File: src/rtl/ovl_integ_pkg.sv
package ovl_integ_pkg;

    // Operating phase of the integrator
    typedef enum logic {
        PH_ACTIVE   = 1'b0,
        PH_COOLDOWN = 1'b1
    } phase_e;

    // Summary of one clock's overload step
    typedef struct packed {
        logic any_hit;     // at least one channel flagged
        logic at_ceiling;  // stepped level equals the ceiling
    } step_flags_t;

    // Saturating addition against a ceiling
    function automatic int unsigned sat_add(input int unsigned base,
                                            input int unsigned inc,
                                            input int unsigned ceil_v);
        int unsigned sum;
        sum = base + inc;
        return (sum > ceil_v) ? ceil_v : sum;
    endfunction

    // Width of a counter that must hold 0 .. n-1 (at least one bit)
    function automatic int unsigned ctr_width(input int unsigned n);
        return (n > 1) ? $clog2(n) : 1;
    endfunction

endpackage

File: src/rtl/ovl_step_calc.sv
module ovl_step_calc
    import ovl_integ_pkg::*;
#(
    parameter int unsigned NUM_CH = 2,
    parameter int unsigned CNT_W  = 8
) (
    input  logic [NUM_CH-1:0] det,
    input  logic [CNT_W-1:0]  cur,
    output logic [CNT_W-1:0]  nxt,
    output step_flags_t       flags
);
    localparam int unsigned LVL_MAX = (1 << CNT_W) - 1;

    // Per-channel weight, one slice per channel
    int unsigned weight [NUM_CH];

    for (genvar g = 0; g < NUM_CH; g++) begin : g_weight
        assign weight[g] = det[g] ? 32'd1 : 32'd0;
    end

    int unsigned hits;

    always_comb begin
        hits = 0;
        for (int i = 0; i < NUM_CH; i++) begin
            hits = hits + weight[i];
        end
        nxt              = CNT_W'(sat_add(32'(cur), hits, LVL_MAX));
        flags.any_hit    = (hits != 0);
        flags.at_ceiling = (nxt == CNT_W'(LVL_MAX));
    end

endmodule

File: src/rtl/ovl_decay_presc.sv
module ovl_decay_presc
    import ovl_integ_pkg::*;
#(
    parameter int unsigned DECAY_DIV = 10
) (
    input  logic clk,
    input  logic rst,
    input  logic clear,
    output logic tick
);
    localparam int unsigned PW = ctr_width(DECAY_DIV);
    localparam logic [PW-1:0] LAST = PW'(DECAY_DIV - 1);

    logic [PW-1:0] cnt_q;

    assign tick = !clear && (cnt_q == LAST);

    always_ff @(posedge clk) begin
        if (rst) begin
            cnt_q <= '0;
        end else if (clear || cnt_q == LAST) begin
            cnt_q <= '0;
        end else begin
            cnt_q <= cnt_q + 1'b1;
        end
    end


    restart_chk: assert property (@(posedge clk) disable iff (rst)
        clear |=> (cnt_q == '0));

endmodule

File: src/rtl/ovl_off_timer.sv
module ovl_off_timer
    import ovl_integ_pkg::*;
#(
    parameter int unsigned OFF_CYCLES = 100000
) (
    input  logic clk,
    input  logic rst,
    input  logic trip,
    output logic cooling,
    output logic release_now
);
    localparam int unsigned TW = ctr_width(OFF_CYCLES);
    localparam logic [TW-1:0] LAST = TW'(OFF_CYCLES - 1);

    phase_e        phase_q;
    logic [TW-1:0] tmr_q;

    assign cooling     = (phase_q == PH_COOLDOWN);
    assign release_now = cooling && (tmr_q == LAST);

    always_ff @(posedge clk) begin
        if (rst) begin
            phase_q <= PH_ACTIVE;
            tmr_q   <= '0;
        end else begin
            case (phase_q)
                PH_ACTIVE: begin
                    tmr_q <= '0;
                    if (trip) phase_q <= PH_COOLDOWN;
                end
                PH_COOLDOWN: begin
                    if (tmr_q == LAST) begin
                        phase_q <= PH_ACTIVE;
                        tmr_q   <= '0;
                    end else begin
                        tmr_q <= tmr_q + 1'b1;
                    end
                end
                default: phase_q <= PH_ACTIVE;
            endcase
        end
    end


    idle_timer_chk: assert property (@(posedge clk) disable iff (rst)
        (phase_q == PH_ACTIVE) |-> (tmr_q == '0));


    release_chk: assert property (@(posedge clk) disable iff (rst)
        release_now |=> !cooling);

endmodule

File: src/rtl/ovl_integ.sv
module ovl_integ
    import ovl_integ_pkg::*;
#(
    parameter int unsigned NUM_CH     = 2,
    parameter int unsigned CNT_W      = 8,
    parameter int unsigned DECAY_DIV  = 10,
    parameter int unsigned OFF_CYCLES = 100000
) (
    input  logic              clk,
    input  logic              rst,
    input  logic [NUM_CH-1:0] ovl_det,
    output logic              err_n,
    output logic              shutdown,
    output logic [CNT_W-1:0]  level
);
    localparam logic [CNT_W-1:0] LVL_MAX = CNT_W'((1 << CNT_W) - 1);

    logic [CNT_W-1:0] level_q;
    logic [CNT_W-1:0] up_level;
    step_flags_t      flags;
    logic             cooling;
    logic             release_now;
    logic             decay_tick;
    logic             trip;

    ovl_step_calc #(
        .NUM_CH (NUM_CH),
        .CNT_W  (CNT_W)
    ) u_step (
        .det   (ovl_det),
        .cur   (level_q),
        .nxt   (up_level),
        .flags (flags)
    );

    ovl_decay_presc #(
        .DECAY_DIV (DECAY_DIV)
    ) u_presc (
        .clk   (clk),
        .rst   (rst),
        .clear (flags.any_hit || cooling),
        .tick  (decay_tick)
    );

    assign trip = !cooling && flags.any_hit && flags.at_ceiling;

    ovl_off_timer #(
        .OFF_CYCLES (OFF_CYCLES)
    ) u_timer (
        .clk         (clk),
        .rst         (rst),
        .trip        (trip),
        .cooling     (cooling),
        .release_now (release_now)
    );

    always_ff @(posedge clk) begin
        if (rst) begin
            level_q <= '0;
        end else if (cooling) begin
            if (release_now) level_q <= '0;
        end else if (flags.any_hit) begin
            level_q <= up_level;
        end else if (decay_tick && level_q != '0) begin
            level_q <= level_q - 1'b1;
        end
    end

    assign level    = level_q;
    assign err_n    = !cooling;
    assign shutdown = cooling;


    single_step_chk: assert property (@(posedge clk) disable iff (rst)
        (!shutdown && $countones(ovl_det) == 1 && level != LVL_MAX)
        |=> (level == $past(level) + 1'b1));


    dual_step_chk: assert property (@(posedge clk) disable iff (rst)
        (!shutdown && $countones(ovl_det) == 2 && level < LVL_MAX - 1'b1)
        |=> (level == $past(level) + 2'd2));


    decay_chk: assert property (@(posedge clk) disable iff (rst)
        (!shutdown && ovl_det == '0)
        |=> (level == $past(level)) || (level == $past(level) - 1'b1));


    trip_chk: assert property (@(posedge clk) disable iff (rst)
        (level == LVL_MAX) |-> shutdown);


    hold_chk: assert property (@(posedge clk) disable iff (rst)
        shutdown |-> (level == LVL_MAX));

endmodule

File: config.mk
export PLATFORM = sky130hd
export DESIGN_NAME = ovl_integ
export DESIGN_NICKNAME = d
export VERILOG_FILES = /design/src/rtl/ovl_integ_pkg.sv /design/src/rtl/ovl_step_calc.sv /design/src/rtl/ovl_decay_presc.sv /design/src/rtl/ovl_off_timer.sv /design/src/rtl/ovl_integ.sv
export SDC_FILE = /design/constraint.sdc
export NUM_CORES = 1
export LEC_CHECK = 0
export ABC_CLOCK_PERIOD_IN_PS = 6630
export BUFFER_PORTS_ARGS = -buffer_cell sky130_fd_sc_hd__buf_2
export CORE_MARGIN = 4
export CORE_UTILIZATION = 44
export DETAILED_ROUTE_END_ITERATION = 16
export GPL_TIMING_DRIVEN = 0
export SYNTH_ARGS = -nofsm -noshare
export SYNTH_HDL_FRONTEND = slang
export SYNTH_HIERARCHICAL = 1
export SYNTH_SLANG_ARGS = --single-unit
File: constraint.sdc
create_clock -name clk -period 6.63 [get_ports clk]
set_input_delay 0.9945 -clock clk [delete_from_list [all_inputs] [get_ports clk]]
set_output_delay 0.9945 -clock clk [all_outputs]
set_load 0.005 [all_outputs]
==> impl_metrics.csv <==
group,metric,value,unit
placement,hpwl,2980,microns
drt,drt-initial-drc-count,110,
drt,drc,0,
setup_path,max_stage_delay,0.49,ns
power,peakVddDrop,0.138,mV
run,maxCapViolCount,0,
worst_hold_path,hold_path.class,"flop to flop",
clock_network,clk_pin_slew,0.06,ns
logic_synthesis,synthFlopType,"dfxtp_1",
global_routing,grt-ovfl-total,0,
timing,grt_setup_unrepaired,"false",
logic_synthesis,ys_warn_count,6,
timing,fin_setup_tns,0,ns
clock_network,cts_buffers,5,
clock_network,root_buffer,"clkbuf_8",
global_routing,first_global_vias,1482,
timing,period_share,0.447,
timing,worst_slew_pin_slew,0.535,ns
timing,relSlewSlack,0.643,
floorplanning,die_w,73.1,microns
power,sequentialPowerShare,0.450,
timing,fmax,338,MHz
logic_synthesis,ys_ff_latch,30,
global_routing,grt_pass1_wl,7160,microns
logic_synthesis,ys_types,53,
timing,hold_viol,0,
logic_synthesis,synthTopCellsByArea,"dfxtp_1 (32%), nor2_1 (6.6%), xnor2_1 (6.1%), ha_1 (6.0%), nand4_1 (3.7%)",
clock_network,tritoncts,"done",
floorplanning,boundaryPins,14,
global_routing,track_usage,0.170,
setup_path,cp-end-kind,"flop",
power,combPwrFrac,0.245,
finish,area_growth,11.7,%
timing,fin_skew,0.00309,ns
placement,gp_congestion,0.832,
clock_network,postCtsSetupBuffers,0,
power,clock_power_share,0.305,
setup_path,r2r_end,"level[0]",
status,status,"completed",
setup_path,crit_buf_inv,3,
finish,drive_gt1_frac,0.133,
drt,routedWlPerCell,13.4,microns
logic_synthesis,synth_cells,228,
worst_hold_path,min_from,"u_presc/cnt_q[0]",
power,p_int,331,uW
logic_synthesis,async_reset_ff_frac,0,
power,swShare,0.316,
drt,antenna_left,0,
setup_path,criticalPathCategory,"input pin to flop",
logic_synthesis,synth_seq_area_share,0.322,
logic_synthesis,synth_top_area_frac,0.322,
floorplanning,start_util,0.459,
clock_network,cts_resized,0,
setup_path,crit_family,"adder cells",
setup_path,worstPathArrival,3.10,ns
drt,via_per_inst,5.57,
global_routing,grt_start_max_net_pins,16,
drt,first_pass_iters,4,
worst_hold_path,hold_end,"u_presc/cnt_q[0]",
setup_path,critPathMaxFanout,7,
floorplanning,core_area,4060,sq um
setup_path,required,6.77,ns
drt,routed_wl,4000,microns
clock_network,hold_buffers,0,
clock_network,clkLatencyLatePin,0.27,ns
logic_synthesis,avgSynthCellArea,8.18,sq um
power,p_switching,153,uW
setup_path,slowest_stage,"fa_1",
power,pwr_density_cell,232,nW/um^2
finish,diodes,0,
global_routing,antenna_found_initial,0,
floorplanning,die_y,73.1,microns
logic_synthesis,synth_top_cell_by_area,"dfxtp_1",
worst_hold_path,hold_depth,1,
logic_synthesis,synth_edf_count,0,
power,leakagePower,0.750,nW
timing,whs,0.464,ns
setup_path,reg2reg_depth,7,
setup_path,r2r_start,"u_timer/tmr_q[0]",
clock_network,htree_levels,2,
timing,post-route-min-period,2.96,ns
timing,finalSetupViolations,0,
floorplanning,rows,23,
setup_path,worst-r2r-setup-slack,4.27,ns
clock_network,clock_path_buffers,2,
setup_path,crit_path_start_kind,"input pin",
finish,layout.nets,262,
placement,io_buffers,13,
clock_network,numClockSinks,30,
floorplanning,dieArea,5340,sq um
setup_path,cp_cell_sequence,"buf_2, inv_1, ha_1, ha_1, fa_1, and3_1, buf_2, a31oi_1, a41oi_1, and2_1, o21ai_0, a211oi_1",
logic_synthesis,synthesis.area,1860,sq um
drt,vias,1665,
timing,slew_violations,0,
logic_synthesis,syn_nets,242,
-- sequential cells by signal, indices dropped and copies added, names as in the netlist --
| signal | cells |
|---|---|
| level | 8 |
| u_timer/tmr_q | 17 |
| u_timer/cooling | 1 |
| u_presc/cnt_q | 4 |
-- power by group through the flow --
stage	registers [mW]	logic [mW]	clock network, mW
2_1_floorplan	0.215	0.0895	0
3_3_place_gp	0.222	0.117	0
3_5_place_dp	0.221	0.118	0
4_1_cts	0.217	0.118	0.154
5_1_grt	0.221	0.135	0.164
6_report	0.217	0.118	0.148
-- cell usage in the layout (no fill, tap or decap), drive strengths merged, types with 3 or more instances in the layout --
cell	instances
a21oi	10
nand2b	3
nand2	13
nor4	7
dfxtp	30
clkbuf	9
nand4	11
nor2	33
o31ai	3
ha	9
o21ai	6
xnor2	13
buf	18
nor3	7
inv	15
a31oi	5
xor2	6
nand3	10
or4	3
and2	4
a211oi	5
and4	3
-- worst max path at each step --
| stage | end | depth (start not counted) | from | slack [ns] |
|---|---|---|---|---|
| global route | level[6] | 12 | ovl_det[0] | 3.44 |
| finish | level[6] | 12 | ovl_det[0] | 3.67 |
| floorplan | level[6] | 11 | ovl_det[0] | 3.67 |
| detailed placement | level[6] | 12 | ovl_det[0] | 3.39 |
| CTS | level[6] | 12 | ovl_det[0] | 3.66 |
| global placement | level[6] | 12 | ovl_det[0] | 3.40 |
-- stage by stage --
stage,instances,setup WS [ns],util,area (sq um),total power [mW]
after global routing,299,3.44,0.513,2080,0.521
after detailed placement,291,3.39,0.491,1990,0.339
after floorplan,228,3.67,-,1860,0.305
after global placement,291,3.40,0.491,1990,0.339
final,299,3.67,0.513,2080,0.483
after CTS,299,3.66,0.513,2080,0.489
-- cell type report --
cell class,instances,area [sq um]
Fill cell,402,1970
Tap cell,50,62.6
Buffer,7,51.3
Timing Repair Buffer,13,65.1
Multi-Input combinational cell,176,1160
Clock inverter,1,5.00
Clock buffer,7,86.3
Sequential cell,30,601
Inverter,15,56.3
-- synthesized netlist by cell type (2+ instances only) --
library cell and n:
a211oi_1 5, a21o_1 2, a21oi_1 10, a31oi_1 5
and2_1 3, and4_1 2, buf_1 2, clkbuf_1 2
dfxtp_1 30, ha_1 9, inv_1 14, nand2_1 11
nand2_2 2, nand2b_1 3, nand3_1 10, nand4_1 11
nor2_1 33, nor2b_1 2, nor3_1 7, nor4_1 6
o21ai_0 6, o31ai_1 3, or4_1 2, or4b_1 2
xnor2_1 13, xor2_1 6
-- per-layer routing --
metal | track usage | wire [microns] | up-vias
met5 | 0 | 0 | -
met4 | 0.0492 | 32 | 0
met3 | 0.0413 | 215 | 4
met2 | 0.228 | 1680 | 31
met1 | 0.261 | 2070 | 764
li1 | - | - | 866
-- kinds of logic after synthesis --
family	share of synthesized area
buf+inv	0.0577
mux	0.00604
simple gates	0.299
compound gates	0.154
flops	0.322
fa+ha+maj	0.0711
xor+xnor	0.0893
No activity file was read; power rests on OpenSTA's default activity.
